## src/rtl/decim_fir_pkg.sv

```systemverilog
`timescale 1ns/1ps
package decim_fir_pkg;

    typedef enum logic [1:0] {
        ST_WAIT = 2'd0,
        ST_MAC  = 2'd1,
        ST_EMIT = 2'd2
    } decim_state_e;

endpackage

```

## src/rtl/decim_delay_line.sv

```systemverilog
`timescale 1ns/1ps
module decim_delay_line #(
    parameter  int DW    = 8,
    parameter  int DEPTH = 64,
    localparam int AW    = $clog2(DEPTH)
) (
    input  logic          clk,
    input  logic          rst_n,
    input  logic          shift_en,
    input  logic [DW-1:0] din,
    input  logic [AW-1:0] rd_idx,
    output logic [DW-1:0] dout
);

    logic [DW-1:0] hist_q [DEPTH];

    genvar g;
    generate
        for (g = 0; g < DEPTH; g++) begin : g_stage
            if (g == 0) begin : g_head
                always_ff @(posedge clk or negedge rst_n) begin
                    if (!rst_n) begin
                        hist_q[g] <= '0;
                    end else if (shift_en) begin
                        hist_q[g] <= din;
                    end
                end
            end else begin : g_body
                always_ff @(posedge clk or negedge rst_n) begin
                    if (!rst_n) begin
                        hist_q[g] <= '0;
                    end else if (shift_en) begin
                        hist_q[g] <= hist_q[g-1];
                    end
                end
            end
        end
    endgenerate

    assign dout = hist_q[rd_idx];

endmodule

```

## src/rtl/decim_coef_banks.sv

```systemverilog
`timescale 1ns/1ps
module decim_coef_banks #(
    parameter  int CW    = 10,
    parameter  int DEPTH = 64,
    localparam int AW    = $clog2(DEPTH)
) (
    input  logic          clk,
    input  logic          rst_n,
    input  logic          wr_en,
    input  logic          wr_bank_a,
    input  logic [AW-1:0] wr_addr,
    input  logic [CW-1:0] wr_data,
    input  logic          rd_bank_a,
    input  logic [AW-1:0] rd_idx,
    output logic [CW-1:0] rd_data
);

    // index 1 holds bank A, index 0 holds bank B
    logic [CW-1:0] bank_rd [2];

    genvar b;
    generate
        for (b = 0; b < 2; b++) begin : g_bank
            logic [CW-1:0] entry_q [DEPTH];
            logic          hit;

            assign hit = wr_en && (wr_bank_a == (b == 1));

            always_ff @(posedge clk or negedge rst_n) begin
                if (!rst_n) begin
                    for (int k = 0; k < DEPTH; k++) begin
                        entry_q[k] <= '0;
                    end
                end else if (hit) begin
                    entry_q[wr_addr] <= wr_data;
                end
            end

            assign bank_rd[b] = entry_q[rd_idx];
        end
    endgenerate

    assign rd_data = rd_bank_a ? bank_rd[1] : bank_rd[0];

endmodule

```

## src/rtl/decim_index_gen.sv

```systemverilog
`timescale 1ns/1ps
module decim_index_gen #(
    parameter  int TAPS   = 8,
    parameter  int PHASES = 8,
    localparam int LINE   = TAPS * PHASES,
    localparam int LW     = $clog2(LINE),
    localparam int RW     = $clog2(PHASES),
    localparam int IW     = $clog2(TAPS)
) (
    input  logic [RW-1:0] ratio,
    input  logic [RW-1:0] phase,
    input  logic [IW-1:0] mac_i,
    output logic [LW-1:0] tap_idx,
    output logic [LW-1:0] coef_idx
);

    typedef logic [LW-1:0] ix_t;

    ix_t stride;
    ix_t step;
    ix_t half_span;

    // Modulo-LINE arithmetic: intermediate wrap cancels, final values lie in range.
    always_comb begin
        stride    = ix_t'(ratio) + ix_t'(1);
        step      = ix_t'(mac_i) * stride;
        half_span = stride * ix_t'(TAPS / 2);
        tap_idx   = step + ix_t'(LINE / 2) - half_span;
        coef_idx  = step + ix_t'(ratio) - ix_t'(phase);
    end

endmodule

```

## src/rtl/decim_quantizer.sv

```systemverilog
`timescale 1ns/1ps
module decim_quantizer #(
    parameter int AW   = 25,
    parameter int FRAC = 9,
    parameter int OW   = 8
) (
    input  logic [AW-1:0] acc,
    output logic [OW-1:0] q
);

    localparam logic signed [AW:0] HALF = (AW+1)'(1) << (FRAC - 1);
    localparam logic signed [AW:0] MAXV = (AW+1)'((1 << (OW - 1)) - 1);
    localparam logic signed [AW:0] MINV = ~MAXV;

    logic signed [AW:0] ext;
    logic signed [AW:0] biased;
    logic signed [AW:0] whole;

    always_comb begin
        ext    = {acc[AW-1], acc};
        biased = ext + HALF;
        whole  = biased >>> FRAC;
        if (whole > MAXV) begin
            q = MAXV[OW-1:0];
        end else if (whole < MINV) begin
            q = MINV[OW-1:0];
        end else begin
            q = whole[OW-1:0];
        end
    end

endmodule

```

## src/rtl/decim_fir.sv

```systemverilog
`timescale 1ns/1ps
module decim_fir
    import decim_fir_pkg::*;
#(
    parameter  int DW     = 8,
    parameter  int CW     = 10,
    parameter  int CFRAC  = 9,
    parameter  int AW     = 25,
    parameter  int TAPS   = 8,
    parameter  int PHASES = 8,
    localparam int LINE   = TAPS * PHASES,
    localparam int LW     = $clog2(LINE),
    localparam int RW     = $clog2(PHASES),
    localparam int IW     = $clog2(TAPS),
    localparam int PW     = DW + CW
) (
    input  logic          clk,
    input  logic          rst_n,
    input  logic          in_valid,
    output logic          in_ready,
    input  logic [DW-1:0] in_data,
    input  logic [RW-1:0] ratio,
    input  logic          bank_a_sel,
    input  logic          cw_en,
    input  logic          cw_bank_a,
    input  logic [LW-1:0] cw_addr,
    input  logic [CW-1:0] cw_data,
    output logic          out_valid,
    output logic [DW-1:0] out_data
);

    localparam logic [IW-1:0] MAC_LAST = IW'(TAPS - 1);

    decim_state_e  state_q, state_d;
    logic [RW-1:0] phase_q;
    logic [IW-1:0] mac_q;
    logic [RW-1:0] ratio_q;
    logic          sel_q;
    logic [AW-1:0] acc_q;

    logic          accept;
    logic          last_mac;
    logic          last_phase;
    logic [LW-1:0] tap_idx;
    logic [LW-1:0] coef_idx;
    logic [DW-1:0] tap_val;
    logic [CW-1:0] coef_val;
    logic signed [PW-1:0] product;
    logic [AW-1:0] product_ext;

    assign accept     = in_valid && in_ready;
    assign last_mac   = (mac_q == MAC_LAST);
    assign last_phase = (phase_q == ratio_q);

    decim_delay_line #(
        .DW    (DW),
        .DEPTH (LINE)
    ) u_line (
        .clk      (clk),
        .rst_n    (rst_n),
        .shift_en (accept),
        .din      (in_data),
        .rd_idx   (tap_idx),
        .dout     (tap_val)
    );

    decim_coef_banks #(
        .CW    (CW),
        .DEPTH (LINE)
    ) u_coef (
        .clk       (clk),
        .rst_n     (rst_n),
        .wr_en     (cw_en),
        .wr_bank_a (cw_bank_a),
        .wr_addr   (cw_addr),
        .wr_data   (cw_data),
        .rd_bank_a (sel_q),
        .rd_idx    (coef_idx),
        .rd_data   (coef_val)
    );

    decim_index_gen #(
        .TAPS   (TAPS),
        .PHASES (PHASES)
    ) u_index (
        .ratio    (ratio_q),
        .phase    (phase_q),
        .mac_i    (mac_q),
        .tap_idx  (tap_idx),
        .coef_idx (coef_idx)
    );

    decim_quantizer #(
        .AW   (AW),
        .FRAC (CFRAC),
        .OW   (DW)
    ) u_quant (
        .acc (acc_q),
        .q   (out_data)
    );

    // Serialized multiplier: one product per ST_MAC cycle
    assign product     = $signed(tap_val) * $signed(coef_val);
    assign product_ext = {{(AW - PW){product[PW-1]}}, product};

    // State register
    always_ff @(posedge clk or negedge rst_n) begin
        if (!rst_n) begin
            state_q <= ST_WAIT;
        end else begin
            state_q <= state_d;
        end
    end

    // Next-state logic
    always_comb begin
        state_d = state_q;
        unique case (state_q)
            ST_WAIT: begin
                if (accept) begin
                    state_d = ST_MAC;
                end
            end
            ST_MAC: begin
                if (last_mac) begin
                    state_d = last_phase ? ST_EMIT : ST_WAIT;
                end
            end
            ST_EMIT: begin
                state_d = ST_WAIT;
            end
            default: begin
                state_d = ST_WAIT;
            end
        endcase
    end

    // Outputs decoded from state
    always_comb begin
        in_ready  = 1'b0;
        out_valid = 1'b0;
        unique case (state_q)
            ST_WAIT: in_ready  = 1'b1;
            ST_MAC:  in_ready  = 1'b0;
            ST_EMIT: out_valid = 1'b1;
            default: in_ready  = 1'b0;
        endcase
    end

    // Datapath and counters
    always_ff @(posedge clk or negedge rst_n) begin
        if (!rst_n) begin
            phase_q <= '0;
            mac_q   <= '0;
            ratio_q <= '0;
            sel_q   <= 1'b0;
            acc_q   <= '0;
        end else begin
            if (accept) begin
                mac_q <= '0;
                if (phase_q == '0) begin
                    acc_q   <= '0;
                    ratio_q <= ratio;
                    sel_q   <= bank_a_sel;
                end
            end else if (state_q == ST_MAC) begin
                acc_q <= acc_q + product_ext;
                mac_q <= mac_q + IW'(1);
                if (last_mac) begin
                    phase_q <= last_phase ? '0 : phase_q + RW'(1);
                end
            end
        end
    end

endmodule

```

## config.mk

```make
export PLATFORM = sky130hd
export DESIGN_NAME = decim_fir
export DESIGN_NICKNAME = d
export VERILOG_FILES = /design/src/rtl/decim_fir_pkg.sv /design/src/rtl/decim_delay_line.sv /design/src/rtl/decim_coef_banks.sv /design/src/rtl/decim_index_gen.sv /design/src/rtl/decim_quantizer.sv /design/src/rtl/decim_fir.sv
export SDC_FILE = /design/constraint.sdc
export NUM_CORES = 2
export LEC_CHECK = 0
export BUFFER_PORTS_ARGS = -buffer_cell sky130_fd_sc_hd__buf_2
export CORE_MARGIN = 2
export CORE_UTILIZATION = 60
export CTS_CLUSTER_DIAMETER = 60
export DETAILED_ROUTE_END_ITERATION = 8
export PLACE_DENSITY = 0.81
export SYNTH_ARGS = -nofsm -noshare
export SYNTH_HDL_FRONTEND = slang
export SYNTH_SLANG_ARGS = --single-unit
export TNS_END_PERCENT = 30
```

## constraint.sdc

```tcl
create_clock -name clk -period 11.3 [get_ports clk]
set_clock_uncertainty 0.05 [all_clocks]
set_input_delay 0.565 -clock clk [delete_from_list [all_inputs] [get_ports clk]]
set_output_delay 0.565 -clock clk [all_outputs]
set_load 0.02 [all_outputs]
```

; ---- After elaboration in Yosys (flattened, before gate mapping)
; Index checks and enable logic that the tools add are counted.
[op_classes]
n_addsub = 9
n_mul = 2
magnitude_cmp = 6
eq_ne = 7
muxes = 28
bitwise_logic = 5
reduce_logical = 11
[ops]
columns = op, count
row1 = bitwise mux 640 bit, 2
row2 = binary-select mux 10 bit (select 6 bit), 2
row3 = 2-to-1 mux 25 bit, 3
row4 = demux 10 bit (select 6 bit), 1
row5 = 2-to-1 mux 10 bit, 6
row6 = binary-select mux 8 bit (select 6 bit), 1
row7 = 2-to-1 mux 8 bit, 4
row8 = adder 25 x 10 -> 26 bit (second input constant), 1
row9 = adder 25 bit, 1
row10 = greater-or-equal comparator 7 bit (second input constant), 3
row11 = NOT 6 -> 7 bit, 3
row12 = multiplier 8 x 10 -> 18 bit, 1
row13 = > comparator 17 x 8 -> 1 bit (second input constant), 1
row14 = < comparator 17 x 8 -> 1 bit (second input constant), 1
row15 = 2-to-1 mux 3 bit, 3
row16 = < comparator 7 x 1 -> 1 bit (second input constant), 1
row17 = adder 3 x 1 -> 3 bit (second input constant), 2
row18 = adder 6 x 3 -> 6 bit, 1
row19 = adder 6 bit (second input constant), 1
row20 = multiplier 3 x 6 -> 6 bit, 1
row21 = 2-to-1 mux 2 bit, 3
row22 = AND reduction 2 bit, 3
row23 = subtractor 6 x 3 -> 6 bit, 1
row24 = subtractor 6 bit, 1
row25 = 15 further kinds, 21
[word_totals]
ff_bits = 1829
in_bits = 33
output_inout_bits = 10
elab_cells = 266

; ---- Depth between registers and ports, before layout
[depth]
ltp_word = 13
mapped_depth = 47
depth_no_buf = 45

; ---- Hierarchy
; Synthesis repeated with hierarchy kept, for this count alone.
[unflattened]
hier_cells = 5619
hier_area_um2 = 87671.6
[by_module_without_submodules]
columns = mod, n_inst, cells_per_inst, area_per_inst_um2, seq_area_each_um2
row1 = decim_coef_banks, 1, 3427, 57833.0, 32030.7
row2 = decim_delay_line, 1, 1390, 22920.7, 12812.3
row3 = decim_fir, 1, 643, 5665.4, 925.9
row4 = decim_index_gen, 1, 88, 774.5, 0.0
row5 = decim_quantizer, 1, 71, 478.0, 0.0

; ---- Worst setup path after synthesis
; No wires, ideal clock.
[synth_path]
path_type = register to register
startpoint = register ratio_q[0]
endpoint = register acc_q[24]
setup_ns = 0.096
t_arrival_ns = 10.242
required_ns = 11.154
slack_ns = 0.913
path_stages_with_launch = 44
path_buffers = 2
synth_period_minus_slack_ns = 10.387
cell_sequence = dfrtp_1 -> ha_1 -> xor2_1 -> and2_1 -> fa_1 -> ha_1 -> fa_1 -> ha_1 -> ha_1 -> xor2_1 -> clkbuf_1 -> clkbuf_1 -> a221oi_1 -> a22oi_1 -> nand3_1 -> a31oi_1 -> nor2b_1 -> fa_1 -> (+8 left out) -> a21oi_1 -> o21bai_1 -> a21o_1 -> a21oi_1 -> o21ai_0 -> a21o_1 -> a21oi_1 -> xnor2_1 -> ha_1 -> nand2_1 -> o21ai_0 -> nor4_1 -> o32a_1 -> o21ai_0 -> a31oi_1 -> o21a_1 -> xnor2_1 -> o31ai_1
[synth_via]
elab_chain_len = 13
word_cells_on_any_way = 22
classes_between = 6 x add/sub / 2 x mul / 12 x mux / 2 x bitwise
[synth_rtl]
columns = element, line_no
row1 = "start, declared", decim_fir.sv:37  ; logic [RW-1:0] ratio_q;
row2 = "start signal, assigned", decim_fir.sv:163  ; ratio_q <= ratio;
row3 = adder 3 x 1 -> 4 bit, decim_index_gen.sv:25  ; stride = ix_t'(ratio) + ix_t'(1);
row4 = multiplier 3 x 6 -> 6 bit, decim_index_gen.sv:26  ; step = ix_t'(mac_i) * stride;
row5 = adder 6 x 3 -> 6 bit, decim_index_gen.sv:29  ; coef_idx = step + ix_t'(ratio) - ix_t'(phase);
row6 = subtractor 6 x 3 -> 6 bit, decim_index_gen.sv:29
row7 = NOT 6 -> 7 bit (implied by the code), decim_coef_banks.sv:39  ; assign bank_rd[b] = entry_q[rd_idx];
row8 = binary-select mux 10 bit (select 6 bit), decim_coef_banks.sv:39
row9 = 2-to-1 mux 10 bit (implied by the code) (2 in a row), decim_coef_banks.sv:39
row10 = 2-to-1 mux 10 bit, decim_coef_banks.sv:43  ; assign rd_data = rd_bank_a ? bank_rd[1] : bank_rd[0];
row11 = multiplier 8 x 10 -> 18 bit (*), decim_fir.sv:103  ; assign product = $signed(tap_val) * $signed(coef_val);
row12 = adder 25 bit (*), decim_fir.sv:167  ; acc_q <= acc_q + product_ext;
row13 = 2-to-1 mux 25 bit (*), decim_fir.sv:166  ; end else if (state_q == ST_MAC) begin
row14 = 2-to-1 mux 25 bit (*), decim_fir.sv:159  ; if (accept) begin
row15 = "end signal, assigned", decim_fir.sv:167
row16 = "end, declared", decim_fir.sv:39  ; logic [AW-1:0] acc_q;
; Mark *: on every way between the ends. The rest lies on a longest branch, timed or not. The select of a mux whose other input is x is not followed.
; A chain may end at the register's enable or synchronous reset.

; ---- Worst setup path after layout
; Ends and elaborated chain as after synthesis.

==> summary.txt <==
Run status
  • Status: completed

Placement
  • GP Congestion: 0.9245
  • IO buf count: 42
  • Placed insts: 8845
  • HPWL Detailed: 138.4 mm

Run
  • Max-cap violations: 0

Synth
  • Synthesized instance count: 7229
  • Yosys warning count: 0
  • Unique masters post-synth: 64
  • Ys flop type: dfrtp_1
  • Post-synthesis sequential area ratio: 51.75%
  • Async set or reset register ratio after synthesis: 100.0%
  • Post-synthesis net count: 7419
  • Number of synthesized register bits: 1829
  • Avg Cell Area, Syn: 12.23 µm²
  • EDFF count, synth: 0
  • Mapped cell area: 88440 µm²

Critical path
  • Crit Path Class: reg2reg
  • R2R Path End: acc_q[24]
  • Critical Path RT: 11.99 ns
  • CP max stage delay: 0.80 ns
  • Crit end category: flop
  • CP endpoint: acc_q[24]
  • Crit path max-delay cell type: and3_1
  • CP Max Fanout: 10
  • Most used cell, CP: fa_1
  • Reg2Reg Depth: 44
  • Setup crit start: ratio_q[0]
  • Startpoint Class: flop
  • Worst EP arrival: 11.71 ns
  • R2R Setup Slk: 0.27 ns
  • Worst r2r src: ratio_q[0]

Route
  • Initial DRC count: 5499
  • Remaining antenna violation count: 0
  • Via/cell ratio: 6.316
  • DRT Wirelength: 223.8 mm
  • Drt first pass iters: 7
  • WL/cell: 24.22 µm
  • Post-route DRC violation count: 0
  • Via Count: 58.35k

Global routing
  • Number of global-route vias before repair: 59.89k
  • Initial antenna violation count: 7
  • Grt peak-use layer: met2
  • Met2 usage: 46.64%
  • GR Overflow Total: 0
  • Largest net degree at the start of global routing: 225
  • Global-route wire length before repair: 349.0 mm
  • Met3 usage: 6.193%
  • GRT Util Overall: 29.66%
  • M1 GR Usage: 40.40%

STA
  • Final critical-path share of the clock period: 97.57%
  • F_max: 90.70 MHz
  • Final setup fails: 0
  • Slew headroom: 11.61%
  • Tightest Pin Transition: 1.321 ns
  • Slew Viols, Final: 0
  • Tmin final: 11.03 ns
  • Hold Vio Cnt, Final: 0

Die
  • Num rows: 140
  • Die Height: 387.9 µm
  • DIE AREA: 150500 µm²
  • Die X: 387.9 µm
  • Number of top-level pins: 43
  • Initial core utilization: 60.61%
  • Core box area: 145900 µm²

Clock tree
  • Sink Count: 1829
  • H-tree Lvls: 4
  • CTS tree: built
  • Clock root cell: clkbuf_16
  • Clock Path Buffers: 3
  • Num CTS Buffers: 186
  • Clk pin slew, worst setup/hold paths: 0.06 ns
  • Worst skew pair latency: 0.86 ns

Cells and area
  • Finished Layout Cells: 9239
  • Nets: 7355
  • Share of cells above drive strength 1: 31.29%
  • Area Overhead vs Synth: 10.84%
  • Final Core Density: 67.18%

Min path
  • Hold Path Class: in2reg
-- synth_stat cells (61+ instances only) --
cell type	number	share of area [%]
and2_1	61	0.43
clkbuf_1	363	1.5
dfrtp_1	1829	52
fa_1	75	1.7
ha_1	82	1.2
inv_1	143	0.61
mux2_2	1295	16
mux2i_1	157	1.8
mux4_2	391	10
nand2_1	1882	8.0
nand3_1	101	0.57
nor2_1	168	0.71
o21ai_0	75	0.42
-- state kept, by name, indices dropped and copies added, names as in the netlist --
register,flops
u_coef.g_bank.entry_q,1280
mac_q,3
state_q,2
u_line.hist_q,512
sel_q,1
ratio_q,3
phase_q,3
acc_q,25
-- what timing repair did --
item,4_1_cts,5_1_grt
pin swaps,0,34
endpoints found under the hold margin,153,0
hold buffers,13,0
gates resized for setup,7,68
endpoints found under the setup margin,2,11
gates cloned,0,7
buffers inserted,1,28
-- metrics by stage --
| stage | hold slack [ns] | instance area (µm²) | setup TNS [ns] | setup WS [ns] |
|---|---|---|---|---|
| after detailed placement | 0.4122 | 90530 | -0.08847 | -0.08011 |
| after CTS | 0.2271 | 97290 | 0 | 0.01345 |
| after global routing | 0.2552 | 98030 | -0.2990 | -0.1442 |
| after global placement | 0.4015 | 90530 | 0 | 0.02791 |
| final | 0.2629 | 98030 | 0 | 0.2744 |
| after floorplan | 0.2194 | 88440 | 0 | 0.9126 |
-- worst min-delay path by stage --
stage	slack (ns)	cells past startpoint	startpoint	end
CTS	0.23	2	cw_data[0]	u_coef.g_bank[1].entry_q[320]
global placement	0.40	2	u_line.hist_q[1]	u_line.hist_q[1]
global route	0.26	2	cw_data[8]	u_coef.g_bank[1].entry_q[338]
detailed placement	0.41	2	u_line.hist_q[5]	u_line.hist_q[5]
floorplan	0.22	0	rst_n	acc_q[0]
finish	0.26	2	cw_data[8]	u_coef.g_bank[1].entry_q[338]
-- cell usage in the layout, fill, tap and decap left out, types with 100 or more instances in the layout --
cell type,n
inv_1,142
nand2_1,1880
buf_4,133
mux2i_1,152
nand3_1,100
mux4_2,391
dfrtp_1,1829
mux2_2,1295
clkbuf_16,192
nor2_1,167
-- critical path, delay by kind of cell, from the launching register on --
| kind | cells | cell delay (ns) |
|---|---|---|
| adder cells (fa/ha/maj) | 11 | 4.52 |
| AO/OA/AOI/OAI | 16 | 2.91 |
| AND/OR/NAND/NOR | 8 | 2.18 |
| buffers and inverters | 6 | 0.50 |
| flip-flops | 1 | 0.38 |
| XOR/XNOR | 3 | 0.38 |
-- metal layers --
layer / vias to the layer above / wire [µm]
li1: 25000 / -
met1: 30440 / 89680
met2: 2322 / 106800
met3: 581 / 16950
met4: 12 / 10270
met5: - / 72
-- area by class of cell --
type	instances	area (µm²)
Inverter	145	544.3
Clock buffer	259	5381
Clock inverter	85	1177
Multi-Input combinational cell	4779	40550
Fill cell	9832	47890
Sequential cell	1829	45770
Tap cell	1917	2399
Timing Repair Buffer	224	2208
Antenna cell	1	2.502
-- logic make-up (layout without fill, tap and decap cells) --
logic type | count (synthesis) | after routing | synth area share, %
AOI/OAI and AO/OA | 365 | 365 | 2.900
xor gates and xnor gates | 66 | 66 | 0.7046
buffers and inverters | 621 | 713 | 2.865
adders and majority gates | 157 | 157 | 2.858
other | 0 | 1 | 0
DFF | 1829 | 1829 | 51.75
and+or+nand+nor | 2347 | 2347 | 10.67
muxes | 1844 | 1844 | 28.25
Power is left out: the tool's default activity adds up to more than one toggle a clock period on the data nets, which glitch-free logic cannot reach.
